### src/rtl/acc_shift_pkg.sv
package acc_shift_pkg;

    localparam int OPC_W  = 8;
    localparam int CCR_W  = 8;

    localparam int FLG_C  = 0;
    localparam int FLG_V  = 1;
    localparam int FLG_Z  = 2;
    localparam int FLG_N  = 3;
    localparam int FLG_LO = 4;

    localparam logic [OPC_W-1:0] OPC_SHL_HI  = 8'h48;
    localparam logic [OPC_W-1:0] OPC_SHL_LO  = 8'h58;
    localparam logic [OPC_W-1:0] OPC_SHL_DBL = 8'h59;
    localparam logic [OPC_W-1:0] OPC_SHR_HI  = 8'h47;
    localparam logic [OPC_W-1:0] OPC_SHR_LO  = 8'h57;
    localparam logic [OPC_W-1:0] OPC_TST_HI  = 8'h85;
    localparam logic [OPC_W-1:0] OPC_TST_LO  = 8'hC5;

    typedef enum logic [2:0] {
        K_NONE,
        K_SHL_HI,
        K_SHL_LO,
        K_SHL_DBL,
        K_SHR_HI,
        K_SHR_LO,
        K_TST_HI,
        K_TST_LO
    } op_kind_e;

    typedef struct packed {
        logic n;
        logic z;
        logic v;
        logic c;
    } flags_t;

    function automatic op_kind_e classify(input logic [OPC_W-1:0] opc);
        op_kind_e k;
        case (opc)
            OPC_SHL_HI:  k = K_SHL_HI;
            OPC_SHL_LO:  k = K_SHL_LO;
            OPC_SHL_DBL: k = K_SHL_DBL;
            OPC_SHR_HI:  k = K_SHR_HI;
            OPC_SHR_LO:  k = K_SHR_LO;
            OPC_TST_HI:  k = K_TST_HI;
            OPC_TST_LO:  k = K_TST_LO;
            default:     k = K_NONE;
        endcase
        return k;
    endfunction

    function automatic logic is_shift(input op_kind_e k);
        return (k == K_SHL_HI) || (k == K_SHL_LO) || (k == K_SHL_DBL) ||
               (k == K_SHR_HI) || (k == K_SHR_LO);
    endfunction

    function automatic flags_t unpack_flags(input logic [CCR_W-1:0] ccr);
        flags_t f;
        f.n = ccr[FLG_N];
        f.z = ccr[FLG_Z];
        f.v = ccr[FLG_V];
        f.c = ccr[FLG_C];
        return f;
    endfunction

endpackage

### src/rtl/acc_shift_decode.sv
module acc_shift_decode
    import acc_shift_pkg::*;
(
    input  logic [OPC_W-1:0] opcode,
    output op_kind_e         kind,
    output logic             legal,
    output logic             shift_op
);
    always_comb begin
        kind     = classify(opcode);
        legal    = (kind != K_NONE);
        shift_op = is_shift(kind);
    end
endmodule

### src/rtl/acc_shift_shifter.sv
module acc_shift_shifter #(
    parameter int W    = 8,
    parameter bit LEFT = 1'b1
) (
    input  logic [W-1:0] din,
    input  logic         fill,
    output logic [W-1:0] dout,
    output logic         cout
);
    generate
        if (LEFT) begin : g_left
            always_comb begin
                dout = {din[W-2:0], fill};
                cout = din[W-1];
            end
        end else begin : g_right
            logic unused_fill;
            always_comb begin
                dout        = {din[W-1], din[W-1:1]};
                cout        = din[0];
                unused_fill = fill;
            end
        end
    endgenerate
endmodule

### src/rtl/acc_shift_alu.sv
module acc_shift_alu
    import acc_shift_pkg::*;
#(
    parameter int W = 8
) (
    input  op_kind_e     kind,
    input  logic [W-1:0] a,
    input  logic [W-1:0] b,
    input  logic [W-1:0] operand,
    input  flags_t       f_in,
    output logic [W-1:0] a_res,
    output logic [W-1:0] b_res,
    output flags_t       f_res
);
    localparam int DW = 2 * W;

    logic [W-1:0] shl_a, shl_b, shr_a, shr_b;
    logic         shl_a_c, shl_b_c, shr_a_c, shr_b_c;
    logic         hi_fill;
    logic [W-1:0] tst_src, tst_and;
    logic [DW-1:0] dbl;

    assign hi_fill = (kind == K_SHL_DBL) ? b[W-1] : 1'b0;

    acc_shift_shifter #(.W(W), .LEFT(1'b1)) u_shl_a (
        .din(a), .fill(hi_fill), .dout(shl_a), .cout(shl_a_c));
    acc_shift_shifter #(.W(W), .LEFT(1'b1)) u_shl_b (
        .din(b), .fill(1'b0), .dout(shl_b), .cout(shl_b_c));
    acc_shift_shifter #(.W(W), .LEFT(1'b0)) u_shr_a (
        .din(a), .fill(1'b0), .dout(shr_a), .cout(shr_a_c));
    acc_shift_shifter #(.W(W), .LEFT(1'b0)) u_shr_b (
        .din(b), .fill(1'b0), .dout(shr_b), .cout(shr_b_c));

    assign tst_src = (kind == K_TST_LO) ? b : a;
    assign tst_and = tst_src & operand;

    always_comb begin
        a_res = a;
        b_res = b;
        f_res = f_in;
        dbl   = '0;
        case (kind)
            K_SHL_HI: begin
                a_res   = shl_a;
                f_res.c = shl_a_c;
                f_res.n = shl_a[W-1];
                f_res.z = (shl_a == '0);
            end
            K_SHL_LO: begin
                b_res   = shl_b;
                f_res.c = shl_b_c;
                f_res.n = shl_b[W-1];
                f_res.z = (shl_b == '0);
            end
            K_SHL_DBL: begin
                a_res   = shl_a;
                b_res   = shl_b;
                dbl     = {shl_a, shl_b};
                f_res.c = shl_a_c;
                f_res.n = dbl[DW-1];
                f_res.z = (dbl == '0);
            end
            K_SHR_HI: begin
                a_res   = shr_a;
                f_res.c = shr_a_c;
                f_res.n = shr_a[W-1];
                f_res.z = (shr_a == '0);
            end
            K_SHR_LO: begin
                b_res   = shr_b;
                f_res.c = shr_b_c;
                f_res.n = shr_b[W-1];
                f_res.z = (shr_b == '0);
            end
            K_TST_HI, K_TST_LO: begin
                f_res.n = tst_and[W-1];
                f_res.z = (tst_and == '0);
                f_res.v = 1'b0;
            end
            default: ;
        endcase
        if (is_shift(kind)) begin
            f_res.v = f_res.n ^ f_res.c;
        end
    end
endmodule

### src/rtl/acc_shift_bittest.sv
module acc_shift_bittest
    import acc_shift_pkg::*;
#(
    parameter int W = 8
) (
    input  logic             clk,
    input  logic             rst,
    input  logic             issue,
    input  logic [OPC_W-1:0] opcode,
    input  logic [W-1:0]     a_in,
    input  logic [W-1:0]     b_in,
    input  logic [CCR_W-1:0] ccr_in,
    input  logic [W-1:0]     operand,
    output logic [W-1:0]     a_out,
    output logic [W-1:0]     b_out,
    output logic [CCR_W-1:0] ccr_out,
    output logic             done,
    output logic             illegal
);
    op_kind_e     kind;
    logic         legal, shift_op;
    logic [W-1:0] a_res, b_res;
    flags_t       f_res;
    logic [CCR_W-1:0] ccr_next;

    op_kind_e     kind_q;
    logic         shift_q;

    acc_shift_decode u_decode (
        .opcode(opcode), .kind(kind), .legal(legal), .shift_op(shift_op));

    acc_shift_alu #(.W(W)) u_alu (
        .kind(kind), .a(a_in), .b(b_in), .operand(operand),
        .f_in(unpack_flags(ccr_in)),
        .a_res(a_res), .b_res(b_res), .f_res(f_res));

    always_comb begin
        ccr_next = ccr_in;
        if (legal) begin
            ccr_next[FLG_N] = f_res.n;
            ccr_next[FLG_Z] = f_res.z;
            ccr_next[FLG_V] = f_res.v;
            ccr_next[FLG_C] = f_res.c;
        end
    end

    always_ff @(posedge clk) begin
        if (rst) begin
            a_out   <= '0;
            b_out   <= '0;
            ccr_out <= '0;
            done    <= 1'b0;
            illegal <= 1'b0;
            kind_q  <= K_NONE;
            shift_q <= 1'b0;
        end else begin
            done    <= issue;
            illegal <= issue && !legal;
            if (issue) begin
                a_out   <= a_res;
                b_out   <= b_res;
                ccr_out <= ccr_next;
                kind_q  <= kind;
                shift_q <= shift_op;
            end
        end
    end

    // overflow flag of every completed shift is N xor C
    assert_shift_v_R6: assert property (@(posedge clk) disable iff (rst)
        (done && shift_q) |-> (ccr_out[FLG_V] == (ccr_out[FLG_N] ^ ccr_out[FLG_C])));

    // a bit test writes neither accumulator, clears V, keeps C
    assert_bittest_keep_R7: assert property (@(posedge clk) disable iff (rst)
        (done && (kind_q == K_TST_HI || kind_q == K_TST_LO)) |->
        (a_out == $past(a_in) && b_out == $past(b_in) &&
         !ccr_out[FLG_V] && ccr_out[FLG_C] == $past(ccr_in[FLG_C])));

    // upper condition-code bits pass through
    assert_upper_ccr_R8: assert property (@(posedge clk) disable iff (rst)
        done |-> (ccr_out[CCR_W-1:FLG_LO] == $past(ccr_in[CCR_W-1:FLG_LO])));

    // an unsupported opcode changes nothing and is flagged with done
    assert_illegal_pass_R9: assert property (@(posedge clk) disable iff (rst)
        illegal |-> (done && a_out == $past(a_in) && b_out == $past(b_in) &&
                     ccr_out == $past(ccr_in)));

    // an idle cycle holds results and drops the strobes
    assert_idle_hold_R10: assert property (@(posedge clk) disable iff (rst)
        !issue |=> (!done && !illegal && $stable(a_out) && $stable(b_out) &&
                    $stable(ccr_out)));

    // double shift carries the low half's top bit into the high half
    assert_dbl_link_R3: assert property (@(posedge clk) disable iff (rst)
        (done && kind_q == K_SHL_DBL) |->
        (a_out[0] == $past(b_in[W-1]) && ccr_out[FLG_C] == $past(a_in[W-1])));
endmodule

### config.mk
export PLATFORM = sky130hd
export DESIGN_NAME = acc_shift_bittest
export DESIGN_NICKNAME = d
export VERILOG_FILES = /design/src/rtl/acc_shift_pkg.sv /design/src/rtl/acc_shift_decode.sv /design/src/rtl/acc_shift_shifter.sv /design/src/rtl/acc_shift_alu.sv /design/src/rtl/acc_shift_bittest.sv
export SDC_FILE = /design/constraint.sdc
export NUM_CORES = 1
export LEC_CHECK = 0
export BUFFER_PORTS_ARGS = -buffer_cell sky130_fd_sc_hd__buf_2
export CAP_MARGIN = 0
export CORE_MARGIN = 2
export CORE_UTILIZATION = 52
export CTS_CLUSTER_DIAMETER = 120
export DETAILED_ROUTE_END_ITERATION = 8
export GPL_TIMING_DRIVEN = 0
export HOLD_SLACK_MARGIN = 0.08
export PLACE_DENSITY = 0.95
export SLEW_MARGIN = 25
export SYNTH_ARGS = -nofsm -noshare
export SYNTH_HDL_FRONTEND = slang
export SYNTH_SLANG_ARGS = --single-unit
### constraint.sdc
create_clock -name clk -period 3.5 [get_ports clk]
set_clock_uncertainty 0.15 [all_clocks]
set_input_delay 0.525 -clock clk [delete_from_list [all_inputs] [get_ports clk]]
set_output_delay 0.525 -clock clk [all_outputs]
set_load 0.005 [all_outputs]
==> results.sh, run 1 <==
export IMPL_power_switching_share=0.272
export IMPL_period_needed_ps=2230
export IMPL_finalWorstSetupSlack_ps=1270
export IMPL_mappedNetlistNets=253
export IMPL_die_x_um=62.0
export IMPL_fp_dieArea_mm2=0.00384
export IMPL_final_cells=326
export IMPL_initial_utilization=0.532
export IMPL_sequential_cell_area_um2=520
export IMPL_worstPathCellList="buf_2 > nor4b_2 > nand3_1 > and3_1 > buf_6 > nor4b_1 > o221ai_1 > a311oi_2"
export IMPL_synthesis_instances=210
export IMPL_globalRouteTotalUtil=0.258
export IMPL_postCtsHoldBufs=0
export IMPL_finish_stage_setup_viols=0
export IMPL_fin_worst_hold_slack_ps=258
export IMPL_arrival_ps=2340
export IMPL_rows=21
export IMPL_detail_route_first_pass_iterations=4
export IMPL_pin_count=69
export IMPL_filler_cell_count=274
export IMPL_leakage_nw=0.971
export IMPL_placement_io_buffers=66
export IMPL_cts_buffer_depth=2
export IMPL_timing_worst_slew_pin_value_ps=547
export IMPL_die_height_um=62.0
export IMPL_routed_wire_length_per_instance_um=15.2
export IMPL_antenna_diode_count=0
export IMPL_synth_top_cell_area_share=0.298
export IMPL_worst_path_max_fanout=7
export IMPL_detail_route_wirelength_um=4940
export IMPL_hold_path_class="in2reg"
export IMPL_cts_max_level=1
export IMPL_route_antenna_remaining_nets=0
export IMPL_final_common_cell="buf_2"
export IMPL_finalHoldViolations=0
export IMPL_cp_slowest_cell="nor4b_2"
export IMPL_report_final_slew_viol_count=0
export IMPL_switchingPower_mw=0.188
export IMPL_highest_attainable_clock_frequency_mhz=448
export IMPL_number_of_maximum_capacitance_violations=0
export IMPL_ys_seq_area_frac=0.298
export IMPL_max_vdd_ir_drop_uv=192
export IMPL_total_power_mw=0.690
export IMPL_layout_drive_gt1_share=0.368
export IMPL_drc=0
export IMPL_synth_lib_cells_used_distinct=60
export IMPL_relSlewSlack=0.636
export IMPL_gr_total_overflow=0
export IMPL_post_place_cells=322
export IMPL_gpl_final_weighted_congestion=0.903
export IMPL_antenna_found_initial=0
export IMPL_placed_area_mm2=0.00213
export IMPL_avgViaCountPerCell=5.87
export IMPL_grt_first_pass_wirelength_um=7330
export IMPL_core_mm2=0.00328
export IMPL_synth_yosys_warnings=0
export IMPL_clock_power_share=0.312
export IMPL_async_flop_share=0
export IMPL_num_vias=1912
export IMPL_insertion_delay_ps=350
export IMPL_cp_required_ps=3610
export IMPL_post_synth_main_area_contributors="dfxtp_1 30%, nor2_1 5.8%, nand2_1 5.6%"
export IMPL_startpoint_type="input pin"
export IMPL_power_internal_mw=0.502
export IMPL_cts_made_buffers=3
export IMPL_cts_repair_resized=0
export IMPL_netlist_area_mm2=0.00175
export IMPL_timing_setup_critical_path_class="in2reg"
export IMPL_fin_nets=324
export IMPL_initialDrtViolationCount=131
export IMPL_endpoint_kind="register"
export IMPL_synth_top_area_cell="dfxtp_1"
export IMPL_path_clk_slew_ps=160
export IMPL_period_share=0.638
export IMPL_synth_enable_flop_cells=0
export IMPL_post_synth_cell_area_avg_um2=8.32
export IMPL_share_comb_of_total_power=0.216
export IMPL_worst_path_largest_cell_delay_ps=410
export IMPL_cts_sinks=26
export IMPL_largest_net_degree_at_the_start_of_global_routing=16
export IMPL_sequential_power_share=0.472
export IMPL_tritoncts="built"
export IMPL_post_cts_setup_buffer_count=0
export IMPL_ys_ff_latch=26
export IMPL_mostFrequentLayoutCells="67 x buf_2, 27 x nor2_1, 26 x nand2_1, 26 x dfxtp_1, 15 x a21oi_1"
export IMPL_multi_input_area_mm2=0.00111
export IMPL_detailedPlace_worstSlack_ps=960
export IMPL_final_setup_tns_ps=0
export IMPL_grt_pass1_vias=1690
export IMPL_run_status="completed"
export IMPL_design_area_mm2=0.00219
export IMPL_rsz0062_at_grt="no"
export IMPL_place_detailed_hpwl_um=3810
export IMPL_clk_root_buffer_cell="clkbuf_4"
export IMPL_pwr_density_cell_mw_per_mm2=315
export IMPL_yosys_most_used_dff="dfxtp_1"
export IMPL_finalCoreUtilization=0.666
export IMPL_area_growth_syn_to_layout_pct=25.2
[layer usage]
metal | vias up | wire (um) | track usage
li1 | 926 | - | -
met1 | 877 | 2000 | 0.317
met2 | 98 | 2450 | 0.430
met3 | 11 | 384 | 0.0538
met4 | 0 | 104 | 0.122
met5 | - | 0 | 0
[cell type report]
class,count,share of cell area
Multi-Input combinational cell,165,0.509
Sequential cell,26,0.238
Timing Repair Buffer,66,0.151
Buffer,14,0.0435
Tap cell,46,0.0263
Clock inverter,1,0.0137
Clock buffer,3,0.0103
Inverter,5,0.00858
[worst paths after layout]
check	startpoint	end	slack (ps)	cells after the start
worst max-delay path	opcode[4]	ccr_out[2]	1270	8
worst min-delay path	rst	a_out[1]	260	2
worst max register to register	ccr_out[1]	ccr_out[1]	2070	4
worst min register to register	ccr_out[0]	ccr_out[0]	340	2
[state kept, by name, indices dropped and copies added (netlist names)]
name and count:
a_out 8, b_out 8, ccr_out 8, done 1
illegal 1
[power groups by stage]
stage | registers (mW) | logic [mW] | clock network, mW
2_1_floorplan | 0.333 | 0.0720 | 0
3_3_place_gp | 0.330 | 0.142 | 0
3_5_place_dp | 0.331 | 0.146 | 0
4_1_cts | 0.325 | 0.147 | 0.216
5_1_grt | 0.327 | 0.165 | 0.224
6_report | 0.326 | 0.149 | 0.215
[critical path: cells and delay by family]
kind / cells / cell delay (ps)
AOI/OAI and AO/OA: 2 / 470
buffers and inverters: 2 / 270
and+or+nand+nor: 4 / 1060
[synthesized netlist by cell type (2+ instances only)]
| master | number |
|---|---|
| and2_2 | 2 |
| and2_1 | 2 |
| nor2_1 | 27 |
| and3_2 | 2 |
| mux2_2 | 6 |
| and3b_1 | 2 |
| buf_6 | 5 |
| nor4_1 | 2 |
| a311oi_1 | 7 |
| o21ai_0 | 3 |
| nand2_1 | 26 |
| a22oi_1 | 3 |
| o221ai_1 | 2 |
| a21oi_1 | 15 |
| or2_2 | 2 |
| a21o_1 | 2 |
| a211oi_1 | 3 |
| a221o_1 | 6 |
| dfxtp_1 | 26 |
| inv_1 | 4 |
| a22o_1 | 2 |
| mux2i_1 | 7 |
| nand2b_1 | 2 |
| nor3_1 | 7 |
| clkbuf_1 | 7 |
| nand3_1 | 4 |
[logic make-up after synthesis]
logic type             count (synthesis)  share of synthesized area
and+or+nand+nor                       91                      0.274
muxes                                 14                     0.0874
buffers and inverters                 19                     0.0652
AOI/OAI and AO/OA                     60                      0.275
DFF                                   26                      0.298
Power figures use the tool's default switching activity.
==> inputs of run 2 (changes only) <==
--- a/config.mk
+++ b/config.mk
@@ -5,15 +5,16 @@
 export SDC_FILE = /design/constraint.sdc
 export NUM_CORES = 1
 export LEC_CHECK = 0
+export ABC_AREA = 1
 export BUFFER_PORTS_ARGS = -buffer_cell sky130_fd_sc_hd__buf_2
 export CAP_MARGIN = 0
 export CORE_MARGIN = 2
-export CORE_UTILIZATION = 52
+export CORE_UTILIZATION = 49
 export CTS_CLUSTER_DIAMETER = 120
 export DETAILED_ROUTE_END_ITERATION = 8
 export GPL_TIMING_DRIVEN = 0
 export HOLD_SLACK_MARGIN = 0.08
-export PLACE_DENSITY = 0.95
+export PLACE_DENSITY = 0.9
 export SLEW_MARGIN = 25
 export SYNTH_ARGS = -nofsm -noshare
 export SYNTH_HDL_FRONTEND = slang
==> constraint.sdc (replaced) <==
create_clock -name clk -period 2.3 [get_ports clk]
set_clock_uncertainty 0.15 [all_clocks]
set_input_delay 0.345 -clock clk [delete_from_list [all_inputs] [get_ports clk]]
set_output_delay 0.345 -clock clk [all_outputs]
set_load 0.005 [all_outputs]
==> run 2 against run 1 <==
  * Utilization fell by 4.2 points
  * Power rose by 48%
  * Final cell count rose by 25%
  * Sequential share of layout area fell by 0.67 points
  * Die area rose by 8.8%
  * Non-clock buffer count fell by 5
  * Register-to-register slack got worse by 680 ps
  * Via count rose by 13%
  * Worst hold slack got worse by 110 ps
==> results.sh, run 2 <==
export IMPL_report_final_slew_viol_count=0
export IMPL_cp_slowest_cell="nor3_2"
export IMPL_largest_net_degree_at_the_start_of_global_routing=15
export IMPL_mostFrequentLayoutCells="74 x nand2_1, 68 x buf_2, 41 x nor2_1"
export IMPL_finalHoldViolations=0
export IMPL_ys_seq_area_frac=0.289
export IMPL_period_needed_ps=1670
export IMPL_detail_route_wirelength_um=5290
export IMPL_insertion_delay_ps=270
export IMPL_place_detailed_hpwl_um=4240
export IMPL_worst_path_max_fanout=8
export IMPL_synth_compound_area_frac=0.173
export IMPL_grt_first_pass_wirelength_um=8940
export IMPL_post_synth_main_area_contributors="dfxtp_1 29%, nand2_1 15%, nor2_1 8.5%"
export IMPL_globalRouteTotalUtil=0.269
export IMPL_synth_xor_area_frac=0
export IMPL_endpoint_kind="register"
export IMPL_adder_and_majority_cell_fraction_of_the_synthesized_area=0
export IMPL_run_status="completed"
export IMPL_area_growth_syn_to_layout_pct=25.0
export IMPL_max_vdd_ir_drop_uv=401
export IMPL_mappedNetlistNets=332
export IMPL_placement_io_buffers=67
export IMPL_worstPathCellList="buf_2 > inv_1 > nand4_1 > nor3_2 > nor2_2 > a22oi_1 > nand3_1 > o211ai_1 > inv_1"
export IMPL_antenna_diode_count=0
export IMPL_gr_total_overflow=0
export IMPL_synth_top_area_cell="dfxtp_1"
export IMPL_critPathTopFamily="simple AND/OR/NAND/NOR gates"
export IMPL_layout_top_registers="a_out: 8 flops, b_out: 8 flops, ccr_out: 8 flops"
export IMPL_worst_path_largest_cell_delay_ps=440
export IMPL_netlist_area_mm2=0.00180
export IMPL_ys_ff_latch=26
export IMPL_die_x_um=64.6
export IMPL_post_place_cells=404
export IMPL_yosysMostFrequentCell="nand2_1"
export IMPL_fin_worst_hold_slack_ps=147
export IMPL_clk_root_buffer_cell="clkbuf_8"
export IMPL_cts_max_level=1
export IMPL_rows=22
export IMPL_yosys_most_used_dff="dfxtp_1"
export IMPL_post_synth_cell_area_avg_um2=6.23
export IMPL_cts_made_buffers=3
export IMPL_multi_input_area_mm2=0.00109
export IMPL_tritoncts="built"
export IMPL_leakage_nw=1.24
export IMPL_synth_simple_gate_area_share=0.435
export IMPL_detail_route_first_pass_iterations=4
export IMPL_antenna_found_initial=0
export IMPL_gpl_final_weighted_congestion=0.909
export IMPL_period_share=0.727
export IMPL_pin_count=69
export IMPL_startpoint_type="input pin"
export IMPL_die_height_um=64.6
export IMPL_grt_pass1_vias=2052
export IMPL_timing_hold_worst_path_depth=3
export IMPL_core_mm2=0.00361
export IMPL_r2r_worst_path_cells=2
export IMPL_timing_setup_critical_path_class="in2reg"
export IMPL_final_cells=408
export IMPL_avgViaCountPerCell=5.30
export IMPL_initial_utilization=0.499
export IMPL_synth_area_mux_share=0
export IMPL_rsz0062_at_grt="no"
export IMPL_pwr_density_cell_mw_per_mm2=454
export IMPL_sequential_cell_area_um2=520
export IMPL_path_clk_slew_ps=90
export IMPL_timing_worst_slew_pin_value_ps=535
export IMPL_drc=0
export IMPL_post_cts_setup_buffer_count=0
export IMPL_synth_top_family_by_area="simple AND/OR/NAND/NOR gates"
export IMPL_cp_required_ps=2320
export IMPL_layout_drive_gt1_share=0.278
export IMPL_cts_buffer_depth=2
export IMPL_synth_lib_cells_used_distinct=31
export IMPL_final_common_cell="nand2_1"
export IMPL_synthesis_instances=289
export IMPL_number_of_maximum_capacitance_violations=0
export IMPL_num_vias=2162
export IMPL_postCtsHoldBufs=0
export IMPL_fin_nets=404
export IMPL_initialDrtViolationCount=179
export IMPL_fp_dieArea_mm2=0.00418
export IMPL_route_antenna_remaining_nets=0
export IMPL_cts_sinks=26
export IMPL_ranking_of_synthesized_cells_by_instance_count="74 x nand2_1, 41 x nor2_1, 32 x inv_1"
export IMPL_filler_cell_count=361
export IMPL_crit_buf_inv=3
export IMPL_final_setup_tns_ps=0
export IMPL_routed_wire_length_per_instance_um=13.0
export IMPL_critical_path_cell_count=9
export IMPL_hold_path_class="in2reg"
export IMPL_cts_repair_resized=0
export IMPL_highest_attainable_clock_frequency_mhz=598
export IMPL_relSlewSlack=0.642
export IMPL_finish_stage_setup_viols=0
export IMPL_arrival_ps=1690
export IMPL_async_flop_share=0
export IMPL_synth_top_cell_area_share=0.289
export IMPL_path_common_cell="inv_1"
export IMPL_synth_enable_flop_cells=0
export IMPL_synth_yosys_warnings=0
==> run 2: path summary, 6_finish.rpt <==
path,endpoint,from,slack [ps]
min reg2reg,ccr_out[0],ccr_out[0],340
min,ccr_out[5],ccr_in[5],150
max reg2reg,b_out[2],b_out[2],1390
max,a_out[4],opcode[3],630
==> run 2: power by group <==
part	leakage, nW	switching (mW)	internal (mW)
clock network	0.0288	0.142	0.153
logic	0.997	0.137	0.0933
registers	0.216	0.0150	0.481
==> run 2: final cells by class <==
type,instances,area share
timing repair buffer,67,0.149
inverter,39,0.0650
sequential,26,0.231
clock buffer,4,0.0245
tap,48,0.0267
buffer,8,0.0172
multi-input combinational,216,0.486
==> run 2: through the flow <==
step / util / instance area, um^2 / setup WS (ps) / power [mW]
2_1_floorplan: - / 1800 / 696 / 0.623
3_3_place_gp: 0.609 / 2200 / 384 / 0.727
3_5_place_dp: 0.609 / 2200 / 361 / 0.734
4_1_cts: 0.624 / 2250 / 639 / 1.02
5_1_grt: 0.624 / 2250 / 469 / 1.07
6_report: 0.624 / 2250 / 628 / 1.02
==> run 2: worst min-delay path, delay by kind of cell <==
family / cells / cell delay (ps)
buf+inv: 1 / 80
simple gates: 2 / 110
==> run 2: cells by family after synthesis <==
logic type | after synthesis
compound gates | 49
flops | 26
buf+inv | 47
simple gates | 167
==> run 2: layer usage <==
| layer | GRT usage | share of wire |
|---|---|---|
| met5 | 0 | 0 |
| met4 | 0.0426 | 0.012 |
| met3 | 0.0521 | 0.097 |
| met2 | 0.490 | 0.48 |
| met1 | 0.333 | 0.41 |
